==> src/rtl/spi_front_pkg.sv <==
package spi_front_pkg;

    localparam int REG_W  = 32;
    localparam int BYTE_W = 8;
    localparam int ADDR_W = 5;

    // word index of each register (byte address / 4)
    typedef enum logic [2:0] {
        RA_CTRL = 3'd0,
        RA_DATA = 3'd1,
        RA_DIV  = 3'd2,
        RA_LEN  = 3'd3,
        RA_HOLD = 3'd4,
        RA_DMAC = 3'd5,
        RA_NONE = 3'd7
    } reg_idx_e;

    localparam int B_CLR_TX = 4;
    localparam int B_CLR_RX = 5;

    typedef struct packed {
        logic       long_mode;
        logic [2:0] line_pol;
        logic       read_en;
        logic       auto_cs;
        logic       irq_rx_en;
        logic       irq_done_en;
        logic       active;
        logic       cs_pol;
        logic       cpol;
        logic       cpha;
        logic [1:0] cs_idx;
    } ctrl_t;

    typedef struct packed {
        logic rx_full;
        logic rx_high;
        logic tx_room;
        logic rx_avail;
        logic done;
    } stat_t;

    function automatic reg_idx_e decode_addr(input logic [ADDR_W-1:0] a);
        if (a[1:0] != 2'b00) return RA_NONE;
        return reg_idx_e'(a[ADDR_W-1:2]);
    endfunction

    function automatic ctrl_t unpack_ctrl(input logic [REG_W-1:0] w);
        ctrl_t c;
        c.cs_idx      = w[1:0];
        c.cpha        = w[2];
        c.cpol        = w[3];
        c.cs_pol      = w[6];
        c.active      = w[7];
        c.irq_done_en = w[9];
        c.irq_rx_en   = w[10];
        c.auto_cs     = w[11];
        c.read_en     = w[12];
        c.line_pol    = w[23:21];
        c.long_mode   = w[25];
        return c;
    endfunction

    function automatic logic [REG_W-1:0] pack_ctrl(input ctrl_t c);
        logic [REG_W-1:0] w;
        w        = '0;
        w[1:0]   = c.cs_idx;
        w[2]     = c.cpha;
        w[3]     = c.cpol;
        w[6]     = c.cs_pol;
        w[7]     = c.active;
        w[9]     = c.irq_done_en;
        w[10]    = c.irq_rx_en;
        w[11]    = c.auto_cs;
        w[12]    = c.read_en;
        w[23:21] = c.line_pol;
        w[25]    = c.long_mode;
        return w;
    endfunction

    function automatic logic [REG_W-1:0] pack_stat(input stat_t s);
        logic [REG_W-1:0] w;
        w     = '0;
        w[16] = s.done;
        w[17] = s.rx_avail;
        w[18] = s.tx_room;
        w[19] = s.rx_high;
        w[20] = s.rx_full;
        return w;
    endfunction

endpackage

==> src/rtl/spi_byte_fifo.sv <==
module spi_byte_fifo
    import spi_front_pkg::*;
#(
    parameter int W     = BYTE_W,
    parameter int DEPTH = 16
) (
    input  logic                         clk,
    input  logic                         rst,
    input  logic                         flush,
    input  logic                         push,
    input  logic [W-1:0]                 push_data,
    input  logic                         pop,
    output logic [W-1:0]                 head,
    output logic [$clog2(DEPTH+1)-1:0]   level,
    output logic                         empty
);
    localparam int AW = (DEPTH > 1) ? $clog2(DEPTH) : 1;
    localparam int LW = $clog2(DEPTH + 1);

    logic [W-1:0]  mem [DEPTH];
    logic [AW-1:0] wr_ptr, rd_ptr;
    logic          push_ok, pop_ok, full;

    function automatic logic [AW-1:0] step(input logic [AW-1:0] p);
        return (p == AW'(DEPTH - 1)) ? '0 : p + 1'b1;
    endfunction

    assign full    = (level == LW'(DEPTH));
    assign empty   = (level == '0);
    assign push_ok = push && !full;
    assign pop_ok  = pop && !empty;
    assign head    = mem[rd_ptr];

    always_ff @(posedge clk) begin
        if (rst || flush) begin
            wr_ptr <= '0;
            rd_ptr <= '0;
            level  <= '0;
        end else begin
            if (push_ok) wr_ptr <= step(wr_ptr);
            if (pop_ok)  rd_ptr <= step(rd_ptr);
            level <= level + LW'(push_ok) - LW'(pop_ok);
        end
    end

    always_ff @(posedge clk) begin
        if (push_ok && !flush) mem[wr_ptr] <= push_data;
    end

    // a push into a full FIFO with no pop leaves it full
    a_r3_no_overflow: assert property (@(posedge clk) disable iff (rst)
        (full && push && !pop && !flush) |=> (level == LW'(DEPTH)));

    // flush empties the FIFO on the next cycle
    a_r8_flush_empties: assert property (@(posedge clk) disable iff (rst)
        flush |=> empty);

endmodule

==> src/rtl/spi_ctrl_regs.sv <==
module spi_ctrl_regs
    import spi_front_pkg::*;
#(
    parameter int DIV_W = 16,
    parameter int LEN_W = 16
) (
    input  logic              clk,
    input  logic              rst,
    input  logic              wr_en,
    input  reg_idx_e          idx,
    input  logic [REG_W-1:0]  wdata,
    output ctrl_t             ctrl,
    output logic [DIV_W-1:0]  clk_div,
    output logic [LEN_W-1:0]  xfer_len,
    output logic              flush_tx,
    output logic              flush_rx
);
    ctrl_t wr_ctrl;
    logic  wr_ctrl_sel;

    assign wr_ctrl     = unpack_ctrl(wdata);
    assign wr_ctrl_sel = wr_en && (idx == RA_CTRL);
    // flush strobes live only for the write cycle, never stored
    assign flush_tx    = wr_ctrl_sel && wdata[B_CLR_TX];
    assign flush_rx    = wr_ctrl_sel && wdata[B_CLR_RX];

    always_ff @(posedge clk) begin
        if (rst) begin
            ctrl     <= '0;
            clk_div  <= '0;
            xfer_len <= '0;
        end else if (wr_en) begin
            unique case (idx)
                RA_CTRL: ctrl     <= wr_ctrl;
                RA_DIV:  clk_div  <= wdata[DIV_W-1:0];
                RA_LEN:  xfer_len <= wdata[LEN_W-1:0];
                default: ;
            endcase
        end
    end

    // divider only moves on a write to its own address
    a_r9_div_hold: assert property (@(posedge clk) disable iff (rst)
        !(wr_en && idx == RA_DIV) |=> $stable(clk_div));

endmodule

==> src/rtl/spi_regfront.sv <==
module spi_regfront
    import spi_front_pkg::*;
#(
    parameter int DIV_W      = 16,
    parameter int LEN_W      = 16,
    parameter int FIFO_DEPTH = 16,
    parameter int RX_HI_MARK = 12
) (
    input  logic               clk,
    input  logic               rst,
    input  logic               reg_wr,
    input  logic               reg_rd,
    input  logic [ADDR_W-1:0]  reg_addr,
    input  logic [REG_W-1:0]   reg_wdata,
    output logic [REG_W-1:0]   reg_rdata,
    output logic               irq,
    output logic               tx_valid,
    input  logic               tx_ready,
    output logic [BYTE_W-1:0]  tx_data,
    input  logic               rx_valid,
    output logic               rx_ready,
    input  logic [BYTE_W-1:0]  rx_data,
    input  logic               engine_busy,
    output logic               xfer_active,
    output logic [1:0]         cs_index,
    output logic               spi_cpol,
    output logic               spi_cpha,
    output logic               cs_active_high,
    output logic [2:0]         cs_line_pol,
    output logic               auto_deassert,
    output logic               read_enable,
    output logic               long_mode,
    output logic [DIV_W-1:0]   clk_div,
    output logic [LEN_W-1:0]   xfer_len
);
    localparam int LW = $clog2(FIFO_DEPTH + 1);

    reg_idx_e          idx;
    ctrl_t             ctrl;
    stat_t             stat;
    logic              flush_tx, flush_rx;
    logic              data_wr, data_rd;
    logic [BYTE_W-1:0] tx_head, rx_head;
    logic [LW-1:0]     tx_level, rx_level;
    logic              tx_empty, rx_empty;

    assign idx     = decode_addr(reg_addr);
    assign data_wr = reg_wr && (idx == RA_DATA);
    assign data_rd = reg_rd && (idx == RA_DATA);

    spi_ctrl_regs #(.DIV_W(DIV_W), .LEN_W(LEN_W)) u_regs (
        .clk      (clk),
        .rst      (rst),
        .wr_en    (reg_wr),
        .idx      (idx),
        .wdata    (reg_wdata),
        .ctrl     (ctrl),
        .clk_div  (clk_div),
        .xfer_len (xfer_len),
        .flush_tx (flush_tx),
        .flush_rx (flush_rx)
    );

    spi_byte_fifo #(.W(BYTE_W), .DEPTH(FIFO_DEPTH)) u_txq (
        .clk       (clk),
        .rst       (rst),
        .flush     (flush_tx),
        .push      (data_wr),
        .push_data (reg_wdata[BYTE_W-1:0]),
        .pop       (tx_valid && tx_ready),
        .head      (tx_head),
        .level     (tx_level),
        .empty     (tx_empty)
    );

    spi_byte_fifo #(.W(BYTE_W), .DEPTH(FIFO_DEPTH)) u_rxq (
        .clk       (clk),
        .rst       (rst),
        .flush     (flush_rx),
        .push      (rx_valid),
        .push_data (rx_data),
        .pop       (data_rd),
        .head      (rx_head),
        .level     (rx_level),
        .empty     (rx_empty)
    );

    // engine side
    assign tx_valid = ctrl.active && !tx_empty;
    assign tx_data  = tx_head;
    assign rx_ready = (rx_level != LW'(FIFO_DEPTH));

    // live status
    always_comb begin
        stat.done     = ctrl.active && tx_empty && !engine_busy;
        stat.rx_avail = !rx_empty;
        stat.tx_room  = (tx_level != LW'(FIFO_DEPTH));
        stat.rx_high  = (rx_level >= LW'(RX_HI_MARK));
        stat.rx_full  = (rx_level == LW'(FIFO_DEPTH));
    end

    assign irq = (stat.done && ctrl.irq_done_en) || (stat.rx_high && ctrl.irq_rx_en);

    always_comb begin
        unique case (idx)
            RA_CTRL: reg_rdata = pack_ctrl(ctrl) | pack_stat(stat);
            RA_DATA: reg_rdata = rx_empty ? '0 : REG_W'(rx_head);
            RA_DIV:  reg_rdata = REG_W'(clk_div);
            RA_LEN:  reg_rdata = REG_W'(xfer_len);
            default: reg_rdata = '0;
        endcase
    end

    assign xfer_active    = ctrl.active;
    assign cs_index       = ctrl.cs_idx;
    assign spi_cpol       = ctrl.cpol;
    assign spi_cpha       = ctrl.cpha;
    assign cs_active_high = ctrl.cs_pol;
    assign cs_line_pol    = ctrl.line_pol;
    assign auto_deassert  = ctrl.auto_cs;
    assign read_enable    = ctrl.read_en;
    assign long_mode      = ctrl.long_mode;

    // an offered byte stays put until the engine takes it
    a_r11_tx_hold: assert property (@(posedge clk) disable iff (rst)
        (tx_valid && !tx_ready && !reg_wr) |=> (tx_valid && $stable(tx_data)));

    // a pop of an empty RX FIFO reads zero
    a_r4_empty_pop_zero: assert property (@(posedge clk) disable iff (rst)
        (data_rd && rx_empty) |-> (reg_rdata == '0));

    // a full RX FIFO refuses the engine
    a_r5_rx_backpressure: assert property (@(posedge clk) disable iff (rst)
        (rx_valid && !rx_ready && !data_rd) |=> !rx_ready);

endmodule

==> config.mk <==
export PLATFORM = sky130hd
export DESIGN_NAME = spi_regfront
export DESIGN_NICKNAME = d
export VERILOG_FILES = /design/src/rtl/spi_front_pkg.sv /design/src/rtl/spi_byte_fifo.sv /design/src/rtl/spi_ctrl_regs.sv /design/src/rtl/spi_regfront.sv
export SDC_FILE = /design/constraint.sdc
export NUM_CORES = 1
export LEC_CHECK = 0
export BUFFER_PORTS_ARGS = -buffer_cell sky130_fd_sc_hd__buf_2
export CAP_MARGIN = 20
export CORE_AREA = 2 2 189 191
export CTS_BUF_LIST = sky130_fd_sc_hd__clkbuf_8
export DETAILED_ROUTE_END_ITERATION = 8
export DIE_AREA = 0 0 191 193
export PLACE_DENSITY = 0.57
export REMOVE_ABC_BUFFERS = 1
export SYNTH_ARGS = -nofsm -noshare
export SYNTH_HDL_FRONTEND = slang
export SYNTH_SLANG_ARGS = --single-unit
export TNS_END_PERCENT = 50
==> constraint.sdc <==
create_clock -name clk -period 4.4 [get_ports clk]
set_input_delay 0.44 -clock clk [delete_from_list [all_inputs] [get_ports clk]]
set_output_delay 0.44 -clock clk [all_outputs]
set_load 0.01 [all_outputs]
==> results of run 1 <==
==> cells in the final DEF (no fill, tap or decap), types with 6 or more instances in the layout <==
cell type and count:
edfxtp_1 256, buf_2 119, dfxtp_1 78, nand2_1 73, clkbuf_8 63, mux4_2 62, a21oi_1 59, nor2_1 53
inv_1 44, nand3_1 37, ha_1 23, mux2i_1 19, buf_4 14, a222oi_1 12, and2_1 10, mux4_1 10
clkinv_2 9, mux2_2 8, and3_1 7, nor3_1 7, conb_1 7, o211ai_1 6
==> sequential cells by signal (all words and copies together), names as in the netlist, named ones only <==
name / cells
u_regs.xfer_len: 16
u_txq.level: 5
u_regs.ctrl: 14
u_rxq.rd_ptr: 4
u_rxq.level: 5
u_rxq.mem: 128
u_txq.wr_ptr: 4
u_txq.rd_ptr: 4
u_regs.clk_div: 16
u_txq.mem: 128
u_rxq.wr_ptr: 4
==> per-layer routing <==
layer	GRT usage, %	vias up	part of all wire [%]	routed length, microns
li1	-	3634	-	-
met4	4.949	0	2.0	598
met3	4.434	48	6.2	1884
met5	0	-	0	0
met2	29.70	202	52	15690
met1	19.78	3903	40	12280
==> final timing paths <==
path	startpoint	endpoint	cells after the start	slack, ps
max reg2reg	u_txq.level[2]	u_txq.level[4]	11	1380
min reg2reg	u_regs.clk_div[14]	u_regs.clk_div[14]	2	470
min	reg_wdata[25]	u_regs.ctrl[13]	3	100
max	u_rxq.level[2]	reg_rdata[4]	7	960
==> cell families after synthesis <==
logic type      count (synthesis)
other cells                     1
xor+xnor                        8
buf+inv                        85
flops                         336
simple gates                  213
mux                           100
fa+ha+maj                      25
compound gates                104
==> critical path: stages (launching register included) <==
cell and delay (ps):
dfxtp_1 340, inv_1 90, ha_1 160, or4b_1 500
and4b_1 410, a222oi_1 450, o21ai_0 260, buf_2 210
==> area by class of cell <==
| cell class | count | share of cell area (%) |
|---|---|---|
| flip-flops and latches | 336 | 58.71 |
| inverters | 22 | 0.5218 |
| well taps | 461 | 3.645 |
| multi-input cells | 457 | 25.62 |
| repair buffers | 133 | 4.427 |
| clock inverters | 41 | 1.597 |
| clock buffers | 63 | 5.479 |
==> report_power, final <==
group | internal [mW] | switching (mW)
combinational | 0.142 | 0.217
clock | 1.49 | 1.22
sequential | 3.47 | 0.0300
total | 5.09 | 1.47
==> results.sh, run 1 <==
export IMPL_worst_pin_slew_ps=1033
export IMPL_grt_pass1_vias=7926
export IMPL_dr_total_vias=7787
export IMPL_multi_input_area_sq_um=4055
export IMPL_peakVddDrop_mv=0.2550
export IMPL_dp_hpwl_mm=20.40
export IMPL_drt_wl_total_mm=30.45
export IMPL_synth_xor_area_share_pct=0.5114
export IMPL_post_place_cells=1409
export IMPL_start_kind="flop"
export IMPL_port_buffers=119
export IMPL_grt_setup_unrepaired="no"
export IMPL_ant_nets=0
export IMPL_drive_above_1_share_pct=27.47
export IMPL_leakagePower_nw=5.528
export IMPL_syn_to_final_growth_pct=15.51
export IMPL_viasPerCell=5.147
export IMPL_first_pass_iters=6
export IMPL_cts_tree="built"
export IMPL_synth_enable_flop_cells=256
export IMPL_post_cts_resize_count=0
export IMPL_synth_top_area_share_pct=56.10
export IMPL_syn_area_sq_um=13700
export IMPL_synth_compound_gate_area_share_pct=4.840
export IMPL_relSlewSlack_pct=30.89
export IMPL_dieArea_sq_um=36860
export IMPL_final_max_slew_viol_count=0
export IMPL_cts_buffers=55
export IMPL_holdWs_ps=96.57
export IMPL_synth_fa_ha_area_share_pct=2.392
export IMPL_clk_pin_slew_ps=60
export IMPL_die_y_microns=193
export IMPL_grt_pass1_wl_mm=46.21
export IMPL_nFillCells=3113
export IMPL_synth_cells=872
export IMPL_fin_total_pwr_mw=6.562
export IMPL_fmax_mhz=290.6
export IMPL_coreArea_sq_um=34960
export IMPL_synth_top_family_by_area="multiplexers"
export IMPL_ios=139
export IMPL_min_period_over_period_pct=78.20
export IMPL_ys_flop_type="edfxtp_1"
export IMPL_initial_core_util_pct=39.19
export IMPL_criticalPathCategory="flop to output port"
export IMPL_yosysSeqAreaShare_pct=67.79
export IMPL_chipWidth_microns=191
export IMPL_root_buffer="clkbuf_8"
export IMPL_clk_path_buf_depth=3
export IMPL_placed_area_sq_um=14710
export IMPL_yosysMostFrequentCell="edfxtp_1"
export IMPL_ctsHoldBuffers=0
export IMPL_place_ws_ps=1357
export IMPL_required_ps=3960
export IMPL_hp_class="input port to flop"
export IMPL_setup_tns_final_ps=0
export IMPL_drv_cap=0
export IMPL_antenna_cells=0
export IMPL_final_area_sq_um=15830
export IMPL_synth_area_leaders="edfxtp_1 56%, dfxtp_1 12%, mux4_2 10%"
export IMPL_drc=0
export IMPL_final_instance_count_excl_fill=1513
export IMPL_fin_nets=1082
export IMPL_gp_congestion=0.7678
export IMPL_insertion_delay_ps=590
export IMPL_grt_max_degree=51
export IMPL_async_reset_ff_share_pct=0
export IMPL_track_usage_pct=16.66
export IMPL_end_kind="output port"
export IMPL_ys_types=54
export IMPL_setup_viol=0
export IMPL_clock_sinks=336
export IMPL_placementRows=69
export IMPL_wl_per_cell_microns=20.13
export IMPL_drtIter0Drc=606
export IMPL_yosys_area_share_simple_pct=7.250
export IMPL_seqCellArea_sq_um=9291
export IMPL_period_needed_ps=3441
export IMPL_setup_ws_ps=959.0
export IMPL_cts_setup_buffers=0
export IMPL_cts_htree_levels=2
export IMPL_power_density_nw_per_um2=414.6
export IMPL_grt_overflow=0
export IMPL_skew_ps=12.66
export IMPL_yosys_warnings=0
export IMPL_critPathMaxFanout=8
export IMPL_finalHoldViolCount=0
export IMPL_outcome="finished, final reports clean"
export IMPL_muxShareOfSynthArea_pct=14.26
export IMPL_synth_largest_area_cell="edfxtp_1"
export IMPL_arrival_ps=3000
export IMPL_final_core_util_pct=45.26
export IMPL_antenna_found_initial=0
export IMPL_ys_seq_elements=336
export IMPL_synthTopCellsByCount="256 x edfxtp_1, 80 x dfxtp_1, 73 x nand2_1"
export IMPL_avgSynthCellArea_sq_um=15.71
Power figures use the tool's default switching activity.
==> run 2: changes to the inputs <==
==> constraint.sdc (replaced) <==
create_clock -name clk -period 3.57 [get_ports clk]
set_input_delay 0.357 -clock clk [delete_from_list [all_inputs] [get_ports clk]]
set_output_delay 0.357 -clock clk [all_outputs]
set_load 0.01 [all_outputs]
==> results.sh, run 2 (synthesis gave the netlist of run 1 again) <==
export IMPL_layout_commonest_cell="edfxtp_1"
export IMPL_antenna_found_initial=0
export IMPL_grt_pass1_vias=8255
export IMPL_outcome="finished, final reports clean"
export IMPL_power_density_nw_per_um2=499.4
export IMPL_coreArea_sq_um=34960
export IMPL_setup_viol=0
export IMPL_most_common_layout_cells="256 x edfxtp_1, 119 x buf_2, 78 x dfxtp_1, 73 x nand2_1, 62 x mux4_2"
export IMPL_ios=139
export IMPL_criticalPathCategory="flop to output port"
export IMPL_arrival_ps=3010
export IMPL_viasPerCell=5.122
export IMPL_grt_setup_unrepaired="no"
export IMPL_cts_tree="built"
export IMPL_cp_top_family="simple AND/OR/NAND/NOR gates"
export IMPL_grt_overflow=0
export IMPL_peakVddDrop_mv=0.3139
export IMPL_leakagePower_nw=5.658
export IMPL_holdWs_ps=50.41
export IMPL_track_usage_pct=16.96
export IMPL_drtIter0Drc=562
export IMPL_drc=0
export IMPL_worst_r2r_setup_slack_ps=490
export IMPL_fmax_mhz=297.0
export IMPL_min_period_over_period_pct=94.30
export IMPL_hold_path_startpoint="reg_wdata[12]"
export IMPL_hp_class="input port to flop"
export IMPL_critPathSlowestCell="or4b_1"
export IMPL_end_kind="output port"
export IMPL_insertion_delay_ps=600
export IMPL_post_place_cells=1433
export IMPL_clk_path_buf_depth=3
export IMPL_root_buffer="clkbuf_8"
export IMPL_die_y_microns=193
export IMPL_min_path_cells=3
export IMPL_required_ps=3210
export IMPL_nFillCells=3082
export IMPL_wl_per_cell_microns=19.85
export IMPL_gp_congestion=0.7694
export IMPL_antenna_cells=0
export IMPL_skew_ps=23.17
export IMPL_dp_hpwl_mm=20.79
export IMPL_fin_nets=1117
export IMPL_finalHoldViolCount=0
export IMPL_drive_above_1_share_pct=28.07
export IMPL_clk_pin_slew_ps=60
export IMPL_start_kind="flop"
export IMPL_grt_pass1_wl_mm=47.04
export IMPL_period_needed_ps=3367
export IMPL_cts_htree_levels=2
export IMPL_ant_nets=0
export IMPL_initial_core_util_pct=39.19
export IMPL_placementRows=69
export IMPL_worstReg2RegEnd="u_txq.level[4]"
export IMPL_cts_buffers=55
export IMPL_port_buffers=119
export IMPL_drv_cap=0
export IMPL_relSlewSlack_pct=36.90
export IMPL_grt_max_degree=43
export IMPL_drt_wl_total_mm=30.65
export IMPL_path_buf_inv=2
export IMPL_reg_top3="u_rxq.mem x128, u_txq.mem x128"
export IMPL_final_instance_count_excl_fill=1544
export IMPL_first_pass_iters=7
export IMPL_cpPeakStageDelay_ps=500
export IMPL_chipWidth_microns=191
export IMPL_critPathMaxFanout=8
export IMPL_post_cts_resize_count=0
export IMPL_final_max_slew_viol_count=0
export IMPL_dieArea_sq_um=36860
export IMPL_reg2reg_depth=10
export IMPL_worstHoldEndpoint="u_regs.ctrl[9]"
export IMPL_worst_pin_slew_ps=943.8
export IMPL_r2r_start="u_txq.level[3]"
export IMPL_fin_total_pwr_mw=8.016
export IMPL_clock_sinks=336
export IMPL_setup_tns_final_ps=0
export IMPL_crit_chain="inv_1, ha_1, or4b_1, and4b_1, a222oi_1, o21ai_0, buf_2"
export IMPL_syn_to_final_growth_pct=17.15
export IMPL_dr_total_vias=7909
[run 2: cell count changes in the layout (fill, tap and decap cells not counted), moves of 2 or more]
| cell | previous run | this run |
|---|---|---|
| clkbuf_8 | 63 | 60 |
| nor3_1 | 7 | 11 |
| nor3_2 | 4 | 0 |
| dlygate4sd3_1 | 0 | 11 |
| buf_4 | 14 | 38 |
| clkinv_2 | 9 | 7 |
[run 2: cell type report]
| type | count | area [sq um] | share of cell area [%] |
|---|---|---|---|
| clock buffer | 60 | 825.8 | 5.145 |
| clock inverter | 40 | 249.0 | 1.551 |
| inverter | 22 | 82.58 | 0.5145 |
| multi-input combinational | 457 | 4035 | 25.14 |
| sequential | 336 | 9291 | 57.88 |
| tap | 461 | 576.8 | 3.593 |
| timing repair buffer | 168 | 991.0 | 6.174 |
[run 2: worst reg2reg max path, delay by kind of cell (launching register included)]
family	cells	cell delay (ps)
simple gates	4	1410
fa+ha+maj	3	890
flops	1	320
compound gates	2	320
buf+inv	1	80
[run 2: layer usage]
| metal | global-route usage, % | part of all wire, % | wire, microns |
|---|---|---|---|
| met2 | 29.88 | 51 | 15540 |
| met5 | 0 | 0 | 0 |
| met3 | 3.855 | 5.5 | 1685 |
| met1 | 20.57 | 41 | 12690 |
| met4 | 5.844 | 2.4 | 732 |
[run 2: where the power goes]
part           switching, mW  internal [mW]
Sequential            0.0370           4.27
Combinational          0.272          0.194
Clock                   1.48           1.76
[run 2: how the worst max path moves through the flow]
stage                   start             end  slack, ps  cells past startpoint
2_1_floorplan            flop      tx_data[0]        620                      2
3_3_place_gp   u_txq.level[3]  u_txq.level[4]        610                     11
5_1_grt        u_rxq.level[2]    reg_rdata[4]         20                      7
3_5_place_dp   u_txq.level[3]  u_txq.level[4]        560                     11
6_report       u_rxq.level[2]    reg_rdata[4]        200                      7
4_1_cts        u_rxq.level[2]    reg_rdata[4]        150                      7
[run 2: metrics by stage]
stage          cell area [sq um]  utilization [%]  setup WS, ps
6_report                   16050            45.91         203.4
5_1_grt                    16050            45.91         23.30
4_1_cts                    16050            45.91         147.9
3_5_place_dp               14870            42.52         561.4
3_3_place_gp               14870            42.52         608.6
2_1_floorplan              13410                -         621.4
[run 2: what timing repair did]
item	in CTS	in global routing
setup buffers	0	0
hold buffers	11	0
endpoints found under the hold margin	19	0
==> run 3: changes to the inputs <==
--- a/config.mk
+++ b/config.mk
@@ -11,6 +11,7 @@
 export CTS_BUF_LIST = sky130_fd_sc_hd__clkbuf_8
 export DETAILED_ROUTE_END_ITERATION = 8
 export DIE_AREA = 0 0 191 193
+export GPL_TIMING_DRIVEN = 1
 export PLACE_DENSITY = 0.57
 export REMOVE_ABC_BUFFERS = 1
 export SYNTH_ARGS = -nofsm -noshare
==> constraint.sdc (replaced) <==
create_clock -name clk -period 3.6 [get_ports clk]
set_input_delay 0.36 -clock clk [delete_from_list [all_inputs] [get_ports clk]]
set_output_delay 0.36 -clock clk [all_outputs]
set_load 0.01 [all_outputs]
==> results.sh, run 3 (synthesis gave the netlist of run 1 again) <==
export IMPL_placementRows=69
export IMPL_holdWs_ps=62.56
export IMPL_viasPerCell=5.142
export IMPL_chipWidth_microns=191
export IMPL_antenna_cells=0
export IMPL_clk_pin_slew_ps=60
export IMPL_hp_class="input port to flop"
export IMPL_port_buffers=119
export IMPL_period_needed_ps=3358
export IMPL_highest_layer="met4"
export IMPL_antenna_found_initial=0
export IMPL_initial_core_util_pct=39.19
export IMPL_clock_sinks=336
export IMPL_skew_ps=23.46
export IMPL_fmax_mhz=297.8
export IMPL_min_period_over_period_pct=93.27
export IMPL_ios=139
export IMPL_grt_overflow=0
export IMPL_coreArea_sq_um=34960
export IMPL_drv_cap=0
export IMPL_dieArea_sq_um=36860
export IMPL_wl_met3_mm=1.607
export IMPL_start_kind="flop"
export IMPL_power_density_nw_per_um2=494.0
export IMPL_die_y_microns=193
export IMPL_drtIter0Drc=490
export IMPL_setup_viol=0
export IMPL_relSlewSlack_pct=40.96
export IMPL_end_kind="output port"
export IMPL_syn_to_final_growth_pct=17.05
export IMPL_ant_nets=0
export IMPL_grt_pass1_wl_mm=47.27
export IMPL_grt_max_degree=42
export IMPL_grt_pass1_vias=8129
export IMPL_grt_setup_unrepaired="no"
export IMPL_layout_commonest_cell="edfxtp_1"
export IMPL_peakVddDrop_mv=0.4100
export IMPL_drc=0
export IMPL_cts_setup_buffers=0
export IMPL_finalHoldViolCount=0
export IMPL_most_common_layout_cells="256 x edfxtp_1, 119 x buf_2, 78 x dfxtp_1, 73 x nand2_1"
export IMPL_track_usage_pct=16.98
export IMPL_outcome="finished, final reports clean"
export IMPL_first_pass_iters=5
export IMPL_fin_nets=1117
export IMPL_nFillCells=3098
export IMPL_worst_r2r_setup_slack_ps=610
export IMPL_reg_top3="u_rxq.mem x128, u_txq.mem x128"
export IMPL_dr_total_vias=7944
export IMPL_gp_congestion=0.7680
export IMPL_criticalPathCategory="flop to output port"
export IMPL_dp_hpwl_mm=20.70
export IMPL_insertion_delay_ps=610
export IMPL_cts_tree="built"
export IMPL_setup_tns_final_ps=0
export IMPL_arrival_ps=3000
export IMPL_leakagePower_nw=5.627
export IMPL_worst_pin_slew_ps=883.1
export IMPL_clk_path_buf_depth=3
export IMPL_route_met2_wl_mm=15.47
export IMPL_wl_per_cell_microns=19.85
export IMPL_root_buffer="clkbuf_8"
export IMPL_drive_above_1_share_pct=27.40
export IMPL_required_ps=3240
export IMPL_final_max_slew_viol_count=0
export IMPL_wl_met1_mm=12.96
export IMPL_critPathMaxFanout=21
export IMPL_cts_htree_levels=2
export IMPL_drt_wl_total_mm=30.67
export IMPL_cts_buffers=56
==> run 3: path summary, 6_finish.rpt <==
check | from | end | depth (start not counted)
worst min-delay path | rst | u_regs.ctrl[9] | 2
worst max register to register | u_txq.level[3] | u_txq.level[4] | 11
worst max-delay path | flop | reg_rdata[0] | 6
worst min register to register | u_regs.clk_div[14] | u_regs.clk_div[14] | 2
==> run 3: final cells by class <==
class                           instances  area, sq um  share of cell area [%]
Clock inverter                         40        212.7                   1.326
Timing Repair Buffer                  167        985.9                   6.148
Inverter                               22        82.58                  0.5149
Multi-Input combinational cell        457         4035                   25.16
Tap cell                              461        576.8                   3.596
Sequential cell                       336         9291                   57.93
Clock buffer                           62        853.3                   5.321
==> run 3: routing by layer <==
layer	global-route usage, %	vias to the layer above
li1	-	3695
met1	21.36	4010
met2	29.25	190
met3	3.638	49
met4	5.695	0
met5	0	-
==> run 3: critical path: stages, from the launching register on <==
cell and delay, ps:
dfxtp_2 590, buf_4 430, mux4_1 650, mux2_2 280, nand2_1 80, o211ai_1 170
buf_2 210
==> run 3: power breakdown <==
part           switching [mW]  internal [mW]  total (mW)  leakage [nW]
combinational           0.273          0.193       0.466          2.07
clock                    1.47           1.71        3.18         0.609
sequential             0.0381           4.24        4.27          2.95
total                    1.78           6.14        7.92          5.63
==> run 3: timing repair <==
| action | CTS | global route |
|---|---|---|
| resized for setup | 0 | 0 |
| hold buffers | 12 | 0 |
| hold endpoints to repair | 21 | 0 |
==> run 3: stage by stage <==
stage / utilization (%) / cells / total power [mW] / instance area, sq um / setup WS [ps]
2_1_floorplan: - / 815 / 4.620 / 13410 / 648.4
3_3_place_gp: 42.48 / 1431 / 4.804 / 14850 / 636.4
3_5_place_dp: 42.48 / 1431 / 4.816 / 14850 / 617.7
4_1_cts: 45.87 / 1545 / 8.036 / 16040 / 173.9
5_1_grt: 45.87 / 1545 / 8.259 / 16040 / 55.98
6_report: 45.87 / 1545 / 7.923 / 16040 / 242.4
